--- config.mk ---
export PLATFORM = sky130hd
export DESIGN_NAME = hbctl_top
export DESIGN_NICKNAME = d
export VERILOG_FILES = /design/src/rtl/hbctl_pkg.sv /design/src/rtl/hbctl_sync.sv /design/src/rtl/hbctl_shifter.sv /design/src/rtl/hbctl_sticky.sv /design/src/rtl/hbctl_top.sv
export SDC_FILE = /design/constraint.sdc
export NUM_CORES = 1
export LEC_CHECK = 0
export BUFFER_PORTS_ARGS = -buffer_cell sky130_fd_sc_hd__buf_2
export CAP_MARGIN = 10
export CORE_ASPECT_RATIO = 1.5
export CORE_MARGIN = 2
export CORE_UTILIZATION = 50
export DETAILED_ROUTE_END_ITERATION = 6
export GPL_ROUTABILITY_DRIVEN = 0
export PLACE_DENSITY = 0.76
export SLEW_MARGIN = 20
export SYNTH_ARGS = -nofsm -noshare
export SYNTH_HDL_FRONTEND = slang
export SYNTH_SLANG_ARGS = --single-unit
export TNS_END_PERCENT = 5
--- constraint.sdc ---
create_clock -name clk -period 2.4 [get_ports clk]
set_clock_uncertainty 0.1 [all_clocks]
set_input_delay 0.24 -clock clk [delete_from_list [all_inputs] [get_ports clk]]
set_output_delay 0.24 -clock clk [all_outputs]
set_load 0.02 [all_outputs]
--- src/rtl/hbctl_pkg.sv ---
package hbctl_pkg;
   // command word fields (the shift order is LSB first)
   localparam int CMD_CLR       = 0;
   localparam int CMD_BR_BASE   = 1;
   localparam int CMD_OCS       = 13;
   localparam int CMD_LAST_FREE = 12;
   // status word fields
   localparam int ST_TEMP       = 0;
   localparam int ST_FB_BASE    = 1;
   localparam int ST_SC         = 13;
   localparam int ST_OL         = 14;
   localparam int ST_PSF        = 15;
   localparam int WORD_W        = 16;
   localparam int N_FAULT       = 3;
endpackage

--- src/rtl/hbctl_sync.sv ---
module hbctl_sync #(
   parameter int W = 1,
   parameter int STAGES = 2,
   parameter logic [W-1:0] RST_VAL = '0
) (
   input  logic         clk,
   input  logic         rst_n,
   input  logic [W-1:0] d,
   output logic [W-1:0] q
);
   if (STAGES < 2) begin : g_bad
      $error("hbctl_sync: STAGES must be at least 2");
   end

   logic [W-1:0] stage [STAGES];

   for (genvar s = 0; s < STAGES; s++) begin : g_stage
      always_ff @(posedge clk or negedge rst_n) begin
         if (!rst_n) stage[s] <= RST_VAL;
         else if (s == 0) stage[s] <= d;
         else stage[s] <= stage[(s == 0) ? 0 : s-1];
      end
   end

   assign q = stage[STAGES-1];
endmodule

--- src/rtl/hbctl_shifter.sv ---
module hbctl_shifter #(
   parameter int W = 16,
   parameter int CW = $clog2(W + 2)
) (
   input  logic          clk,
   input  logic          rst_n,
   input  logic          cs_fall,
   input  logic          cs_rise,
   input  logic          sck_fall,
   input  logic          sck_rise,
   input  logic          sdi_s,
   input  logic [W-1:0]  status_in,
   output logic [W-1:0]  rx_word,
   output logic [CW-1:0] bit_cnt,
   output logic          sdo,
   output logic          active
);
   localparam logic [CW-1:0] CNT_MAX = '1;

   logic [W-1:0] tx_q;

   always_ff @(posedge clk or negedge rst_n) begin
      if (!rst_n) begin
         tx_q    <= '0;
         rx_word <= '0;
         bit_cnt <= '0;
         active  <= 1'b0;
      end else if (cs_fall) begin
         tx_q    <= status_in;
         bit_cnt <= '0;
         active  <= 1'b1;
      end else if (cs_rise) begin
         active  <= 1'b0;
      end else if (active) begin
         if (sck_fall) begin
            rx_word <= {sdi_s, rx_word[W-1:1]};
            if (bit_cnt != CNT_MAX) bit_cnt <= bit_cnt + 1'b1;
         end
         if (sck_rise && bit_cnt != '0) tx_q <= {1'b0, tx_q[W-1:1]};
      end
   end

   assign sdo = tx_q[0];
endmodule

--- src/rtl/hbctl_sticky.sv ---
module hbctl_sticky #(
   parameter int N = 3
) (
   input  logic         clk,
   input  logic         rst_n,
   input  logic [N-1:0] set,
   input  logic         clr,
   output logic [N-1:0] q
);
   for (genvar i = 0; i < N; i++) begin : g_bit
      always_ff @(posedge clk or negedge rst_n) begin
         if (!rst_n) q[i] <= 1'b0;
         else q[i] <= set[i] | (q[i] & ~clr);
      end
   end
endmodule

--- src/rtl/hbctl_top.sv ---
module hbctl_top
   import hbctl_pkg::*;
#(
   parameter int N_BRIDGE = 3,
   parameter int FRAME_W = 16,
   parameter int SYNC_STAGES = 2
) (
   input  logic                  clk,
   input  logic                  rst_n,
   input  logic                  cs_n,
   input  logic                  sck,
   input  logic                  sdi,
   output logic                  sdo,
   output logic                  sdo_en,
   output logic [N_BRIDGE-1:0]   ls_on,
   output logic [N_BRIDGE-1:0]   hs_on,
   output logic                  ocs_en,
   input  logic                  sc_evt,
   input  logic                  ol_evt,
   input  logic                  psf_evt,
   input  logic                  temp_warn,
   input  logic [2*N_BRIDGE-1:0] out_fb
);
   localparam int CNT_W = $clog2(FRAME_W + 2);
   localparam int BR_TOP = CMD_BR_BASE + 2*N_BRIDGE - 1;

   if (FRAME_W != WORD_W) begin : g_bad_w
      $error("hbctl_top: FRAME_W must equal the 16-bit word layout");
   end
   if (BR_TOP > CMD_LAST_FREE || N_BRIDGE < 1) begin : g_bad_n
      $error("hbctl_top: N_BRIDGE does not fit the command word");
   end

   // synchronize the serial pins and detect their edges
   logic [2:0] sync_q;
   logic cs_s, sck_s, sdi_s, cs_d, sck_d;
   logic cs_fall, cs_rise, sck_fall, sck_rise;

   hbctl_sync #(.W(3), .STAGES(SYNC_STAGES), .RST_VAL(3'b100)) u_sync (
      .clk(clk), .rst_n(rst_n), .d({cs_n, sck, sdi}), .q(sync_q)
   );
   assign {cs_s, sck_s, sdi_s} = sync_q;

   always_ff @(posedge clk or negedge rst_n) begin
      if (!rst_n) begin
         cs_d  <= 1'b1;
         sck_d <= 1'b0;
      end else begin
         cs_d  <= cs_s;
         sck_d <= sck_s;
      end
   end
   assign cs_fall  = cs_d & ~cs_s;
   assign cs_rise  = ~cs_d & cs_s;
   assign sck_fall = sck_d & ~sck_s;
   assign sck_rise = ~sck_d & sck_s;

   // status word assembly
   logic [N_FAULT-1:0] flt_q, flt_evt;
   logic [FRAME_W-1:0] st_word;
   assign flt_evt = {psf_evt, ol_evt, sc_evt};

   always_comb begin
      st_word = '0;
      st_word[ST_TEMP] = temp_warn;
      for (int k = 0; k < 2*N_BRIDGE; k++) st_word[ST_FB_BASE+k] = out_fb[k];
      st_word[ST_SC]  = flt_q[0];
      st_word[ST_OL]  = flt_q[1];
      st_word[ST_PSF] = flt_q[2];
   end

   // frame shifter
   logic [FRAME_W-1:0] rx_word;
   logic [CNT_W-1:0]   bit_cnt;
   logic               active;

   hbctl_shifter #(.W(FRAME_W), .CW(CNT_W)) u_shift (
      .clk(clk), .rst_n(rst_n),
      .cs_fall(cs_fall), .cs_rise(cs_rise),
      .sck_fall(sck_fall), .sck_rise(sck_rise),
      .sdi_s(sdi_s), .status_in(st_word),
      .rx_word(rx_word), .bit_cnt(bit_cnt),
      .sdo(sdo), .active(active)
   );
   assign sdo_en = active;

   logic commit, st_clr;
   assign commit = cs_rise & active & (bit_cnt == CNT_W'(FRAME_W));
   assign st_clr = commit & rx_word[CMD_CLR];

   hbctl_sticky #(.N(N_FAULT)) u_flt (
      .clk(clk), .rst_n(rst_n), .set(flt_evt), .clr(st_clr), .q(flt_q)
   );

   // per-bridge decode with shoot-through guard
   logic [N_BRIDGE-1:0] nxt_ls, nxt_hs;
   for (genvar b = 0; b < N_BRIDGE; b++) begin : g_br
      logic lo_req, hi_req;
      assign lo_req = rx_word[CMD_BR_BASE + 2*b];
      assign hi_req = rx_word[CMD_BR_BASE + 2*b + 1];
      assign nxt_ls[b] = lo_req & ~hi_req;
      assign nxt_hs[b] = hi_req & ~lo_req;
   end

   logic unused_cmd_bits;
   assign unused_cmd_bits = ^{rx_word[FRAME_W-1:CMD_OCS+1], rx_word[CMD_OCS-1:BR_TOP+1]};

   always_ff @(posedge clk or negedge rst_n) begin
      if (!rst_n) begin
         ls_on  <= '0;
         hs_on  <= '0;
         ocs_en <= 1'b0;
      end else if (commit) begin
         ls_on  <= nxt_ls;
         hs_on  <= nxt_hs;
         ocs_en <= rx_word[CMD_OCS];
      end
   end
endmodule

==> out/metrics.cfg, run 1 <==
[global_route]
grt_pass1_vias=1451
grt_usage_pct=16.46
grt_max_degree=30
grt_overflow=0
antenna_found_initial=0
grt_first_pass_wirelength_um=6527

[synth]
syn_nets=190
async_flop_share_pct=100.0
synth_top_area_cell=dfrtp_1
ys_top_cells_by_area=dfrtp_1 (55%), mux2_2 (18%), mux2_1 (4.6%), nor2b_1 (3.3%), dfstp_2 (3.2%)
yosys-top-cells-count=dfrtp_1 (53), mux2_2 (38), nor2b_1 (13), mux2_1 (10), ha_1 (6)
syn_inst=169
synth_warnings=0
yosys_most_used_dff=dfrtp_1
synth_edf_count=0
syn_area_mm2=0.002431
synth_seq_cells=56
yosysMostFrequentCell=dfrtp_1
ys_seq_area_share_pct=57.80
ys_types=34
syn_area_per_cell_um2=14.39
synthDominantCellAreaShare_pct=54.55

[drt]
first_pass_iters=3
vias=1386
route.detailed.drc=0
drtIter0Drc=62
drt_wl_total_um=3927
route.antenna.remaining_nets=0
vias_per_cell=5.172
wl_per_cell_um=14.65

[clock_tree]
cts_buffer_depth=2
numCtsBuffers=5
cts_sinks=56
post_cts_buffers=0
cts_tree=built
path_clk_slew_ns=0.10
cts_root_buffer=clkbuf_8
ctsResizeCount=0
htreeDepth=2
clkLatencyLatePin_ns=0.31

[timing]
rsz0062_at_grt=false
report.final.slew_viol_count=0
maxSlewHeadroom_pct=56.11
tns_ns=0
setup-violations-final=0
fin_ws_ns=0.2801
finalHoldViolCount=0
fmax_mhz=471.7
worst_pin_slew_ns=0.6583
min_period_over_period_pct=88.33
min_period_ns=2.120

[worst_setup_path]
end_kind=flip-flop
cp_cell_sequence=ha_1 -> nor4bb_1 -> and3_1 -> mux2_2
slowest_stage=dfstp_2
cp-start-kind=flip-flop
worstPathMaxFanout=7
path_buf_inv=0
cpLargestDelayFamily=simple AND/OR/NAND/NOR gates
slowest_delay_ns=0.57
arrival_ns=2.22
required_ns=2.50
critical_path_class=reg2reg

[floorplan]
row_count=31
core_area_mm2=0.004771
dieWidth_um=60.94
start_util_pct=50.96
die_h_um=89.40
dieArea_mm2=0.005448
io-pin-count=24

[finish]
areaGrowthSynthToFinish_pct=14.98
fillers=407
antennaDiodeCount=0
layout.nets=222
drive_gt1_share_pct=39.60

[worst_hold_path]
hp-class=in2reg

[flow_run]
drv_cap=0

[power]
power_leakage_nw=1.393
p_total_w=0.002074
powerDensity_mw_per_mm2=741.8
ir_drop_uv=776.8

[placed_design]
portBuffers=23
placement.setup.worst_slack_ns=0.2806
hpwl_um=2870

[outcome]
status=finished, final reports clean

==> registers in the layout, indices dropped and copies added (netlist names) <==
signal and flops:
u_shift.bit_cnt 5, u_shift.rx_word 16, u_sync.q 3, u_shift.active 1
u_sync.stage 3, ocs_en 1, u_flt.q 3, hs_on 3
u_shift.tx_q 16, cs_d 1, ls_on 3, sck_d 1
==> what timing repair did <==
item | CTS | global route
hold buffers | 4 | 0
hold endpoints to repair | 29 | 0
endpoints found under the setup margin | 0 | 0
==> worst register-to-register path, stage by stage (launching register included) <==
cell and delay (ns):
dfstp_2 0.57, ha_1 0.15, nor4bb_1 0.39, and3_1 0.42
mux2_2 0.38
==> path summary, 6_finish.rpt <==
path / from / endpoint / cells past startpoint / slack [ns]
min: ol_evt / u_flt.q[1] / 2 / 0.01
min in group asynchronous: rst_n / hs_on[0] / 2 / 0.40
max in group asynchronous: rst_n / cs_d / 3 / 1.15
max reg2reg: u_sync.q[2] / hs_on[1] / 4 / 0.28
max: u_sync.q[2] / hs_on[1] / 4 / 0.28
min reg2reg: u_sync.stage[3] / u_sync.q[0] / 0 / 0.25
==> cells by family (layout without fill, tap and decap cells) <==
group	Yosys count	after routing	share of synthesized area, %
buffers and inverters	12	45	2.368
muxes	49	49	22.65
adders and majority gates	6	6	3.088
DFF	56	56	57.80
and+or+nand+nor	33	33	9.264
AOI/OAI and AO/OA	13	13	4.838
==> final cells by class <==
type / instances / area, um^2 / area share, %
Clock buffer: 5 / 68.82 / 2.462
Clock inverter: 3 / 46.29 / 1.656
Inverter: 5 / 18.77 / 0.6714
Multi-Input combinational cell: 101 / 968.4 / 34.65
Sequential cell: 56 / 1405 / 50.27
Tap cell: 66 / 82.58 / 2.954
Timing Repair Buffer: 32 / 205.2 / 7.341
==> per-stage QoR <==
| stage | area (um^2) | std cells | util, % | hold slack [ns] |
|---|---|---|---|---|
| after floorplan | 2431 | 169 | - | -0.1556 |
| after global routing | 2795 | 268 | 58.59 | 0.001920 |
| after detailed placement | 2640 | 256 | 55.34 | 0.2096 |
| final | 2795 | 268 | 58.59 | 0.009832 |
| after global placement | 2640 | 256 | 55.34 | 0.1853 |
| after CTS | 2795 | 268 | 58.59 | 0.005466 |
==> per-layer routing <==
| layer | global-route usage (%) | share of wire, % | vias up | routed length, um |
|---|---|---|---|---|
| li1 | - | - | 657 | - |
| met1 | 18.52 | 41 | 709 | 1618 |
| met2 | 29.13 | 54 | 14 | 2140 |
| met3 | 4.197 | 2.8 | 6 | 108 |
| met4 | 6.522 | 1.5 | 0 | 60 |
| met5 | 0 | 0 | - | 0 |
==> report_power, final <==
part / switching (W) / total (W) / leakage (nW) / internal (W)
sequential: 0.0000699 / 0.00115 / 0.715 / 0.00108
combinational: 0.000125 / 0.000307 / 0.623 / 0.000182
clock: 0.000301 / 0.000616 / 0.0548 / 0.000314
total: 0.000497 / 0.00207 / 1.39 / 0.00158
==> cell usage in the layout (no fill, tap or decap), types with 2 or more instances in the layout <==
cell           count
ha_1               6
mux2_2            38
buf_4              4
dfstp_2            3
nand2_1            3
nand2b_1           3
a21o_1             3
mux2_1            10
dfrtp_1           53
buf_2             23
a21oi_1            2
dlygate4sd3_1      4
nor2b_1           13
clkbuf_8           5
inv_1              5
and3_1             3
nor4bb_1           2
(Power assumes the default switching activity.)
==> inputs of run 2 (changes only) <==
--- a/config.mk
+++ b/config.mk
@@ -7,7 +7,7 @@
 export LEC_CHECK = 0
 export BUFFER_PORTS_ARGS = -buffer_cell sky130_fd_sc_hd__buf_2
 export CAP_MARGIN = 10
-export CORE_ASPECT_RATIO = 1.5
+export CORE_ASPECT_RATIO = 1.4
 export CORE_MARGIN = 2
 export CORE_UTILIZATION = 50
 export DETAILED_ROUTE_END_ITERATION = 6
==> run 2 against run 1 <==
Cell count increased by 0.37%. Die area barely moved. Clock power hardly changed. Clock-buffer cell count unchanged. Sequential power barely moved. Power grew 0.33%. First-iteration DRC count is 37% higher. Sequential share of layout area down 0.20 points. Largest cell class unchanged.
==> out/metrics.cfg, run 2 (synthesis gave the netlist of run 1 again) <==
[power]
netSwitchingPower_w=0.0005018  ; was 0.0004966 W
clkPwrFrac_pct=29.7  ; about the same
p_int_w=0.001579  ; was 0.001577 W
powerDensity_mw_per_mm2=741.3  ; was 741.8 mW/mm^2
power_leakage_nw=1.406  ; was 1.393 nW
switching_share_pct=24.12  ; was 23.95%
power_frac_comb_pct=14.9  ; was 14.8%
ir_drop_uv=504.0  ; was 776.8 uV
p_seq_share_pct=55.4  ; was 55.5%

[clock_tree]
post_cts_buffers=0  ; unchanged
cts_root_buffer=clkbuf_8  ; unchanged
htreeDepth=2  ; unchanged
clkLatencyLatePin_ns=0.31  ; about the same
path_clk_slew_ns=0.10  ; about the same
cts_buffer_depth=2  ; unchanged
cts_sinks=56  ; unchanged
numCtsBuffers=5  ; unchanged
cts_tree=built  ; unchanged

[placed_design]
placement.setup.worst_slack_ns=0.2955  ; was 0.2806 ns
placed_cell_area_mm2=0.002640  ; unchanged
hpwl_um=2882  ; was 2870 um
portBuffers=23  ; unchanged

[finish]
drive_gt1_share_pct=40.00  ; was 39.60%
layout.nets=225  ; was 222
antennaDiodeCount=0  ; unchanged
postLayoutCellArea_mm2=0.002806  ; was 0.002795 mm^2
final_common_cell=dfrtp_1  ; unchanged
most-common-layout-cells=dfrtp_1 (53), mux2_2 (38), buf_2 (23)  ; unchanged
reg_top3=u_shift.rx_word x16, u_shift.tx_q x16, u_shift.bit_cnt x5  ; unchanged
areaGrowthSynthToFinish_pct=15.44  ; was 14.98%
final_util_pct=58.87  ; was 58.59%

[drt]
drtIter0Drc=85  ; was 62
drt_wl_total_um=3884  ; was 3927 um
route.antenna.remaining_nets=0  ; unchanged
first_pass_iters=4  ; was 3
vias=1400  ; was 1386
route.detailed.drc=0  ; unchanged
vias_per_cell=5.204  ; was 5.172
wl_per_cell_um=14.44  ; was 14.65 um

[timing]
tns_ns=0  ; unchanged
setup-violations-final=0  ; unchanged
fmax_mhz=474.0  ; was 471.7 MHz
report.final.slew_viol_count=0  ; unchanged
min_period_over_period_pct=87.91  ; was 88.33%
min_period_ns=2.110  ; was 2.120 ns
worst_pin_slew_ns=0.4114  ; was 0.6583 ns
maxSlewHeadroom_pct=72.58  ; was 56.11%
fin_ws_ns=0.2902  ; was 0.2801 ns
rsz0062_at_grt=false  ; unchanged
finalHoldViolCount=0  ; unchanged

[floorplan]
io-pin-count=24  ; unchanged
row_count=30  ; was 31
die_h_um=86.51  ; was 89.40 um
dieWidth_um=62.93  ; was 60.94 um
dieArea_mm2=0.005444  ; was 0.005448 mm^2
core_area_mm2=0.004767  ; was 0.004771 mm^2
start_util_pct=51.00  ; was 50.96%

[worst_hold_path]
hp-class=in2reg  ; unchanged

[worst_setup_path]
slowest_stage=dfstp_2  ; unchanged
required_ns=2.48  ; was 2.50 ns
slowest_delay_ns=0.54  ; was 0.57 ns
critical_path_class=reg2reg  ; unchanged
end_kind=flip-flop  ; unchanged
arrival_ns=2.19  ; was 2.22 ns
worstPathMaxFanout=15  ; was 7
cp_cell_sequence=inv_1 -> ha_1 -> o41ai_4 -> buf_4 -> mux2_1  ; was ha_1 -> nor4bb_1 -> and3_1 -> mux2_2
cpLargestDelayFamily=flip-flops  ; was simple AND/OR/NAND/NOR gates
path_buf_inv=2  ; was 0
cp-start-kind=flip-flop  ; unchanged

[global_route]
grt_usage_pct=16.50  ; was 16.46%
antenna_found_initial=0  ; unchanged
grt_first_pass_wirelength_um=6975  ; was 6527 um
grt_max_degree=25  ; was 30
grt_overflow=0  ; unchanged
grt_pass1_vias=1497  ; was 1451

[flow_run]
drv_cap=0  ; unchanged

[outcome]
status=finished, final reports clean  ; unchanged

## run 2: worst reg2reg max path: cells and delay by family, from the launching register on
family	cells	cell delay [ns]
buffers and inverters	2	0.32
adder cells (fa/ha/maj)	1	0.32
AO/OA/AOI/OAI	1	0.35
flip-flops	1	0.54
multiplexers	1	0.35
## run 2: through the flow
| stage | hold WS, ns | cells | total power (W) |
|---|---|---|---|
| finish | 0.01032 | 269 | 0.002080 |
| floorplan | -0.1556 | 169 | 0.001374 |
| global route | 0.006715 | 269 | 0.002200 |
| detailed placement | 0.09141 | 256 | 0.001481 |
| CTS | 0.001769 | 269 | 0.002106 |
| global placement | 0.09099 | 256 | 0.001447 |
## run 2: routing by layer
layer  share of wire [%]  routed length, um  track usage [%]
met5                   0                  0                0
met4                 1.8                 68            6.667
met3                 3.3                127            4.026
met2                  52               2026            27.18
met1                  43               1661            21.00
## run 2: final timing paths
check                                startpoint  slack (ns)  cells after the start                to
worst min register to register  u_sync.stage[3]        0.25                      0       u_sync.q[0]
min in group asynchronous                 rst_n        0.28                      2    u_shift.active
max in group asynchronous                 rst_n        1.26                      3       u_sync.q[0]
worst max register to register             cs_d        0.29                      5  u_shift.tx_q[10]
worst max-delay path                       cs_d        0.29                      5  u_shift.tx_q[10]
worst min-delay path                    psf_evt        0.01                      2        u_flt.q[2]
## run 2: timing repair
| action | in CTS | in global routing |
|---|---|---|
| hold endpoints to repair | 19 | 0 |
| hold buffers | 5 | 0 |
| gates resized for setup | 0 | 0 |
## run 2: power groups by stage
stage	clock (W)	sequential (W)	combinational, W
floorplan	0	0.00116	0.000216
CTS	0.000636	0.00115	0.000317
global placement	0	0.00116	0.000289
global route	0.000683	0.00117	0.000343
finish	0.000619	0.00115	0.000310
detailed placement	0	0.00117	0.000309
## run 2: layout make-up
cell class,count,area (um^2)
multi-input combinational,101,968.4
sequential,56,1405
fill,403,1961
timing repair buffer,35,217.7
clock buffer,5,68.82
inverter,5,18.77
tap,64,80.08
clock inverter,3,47.55
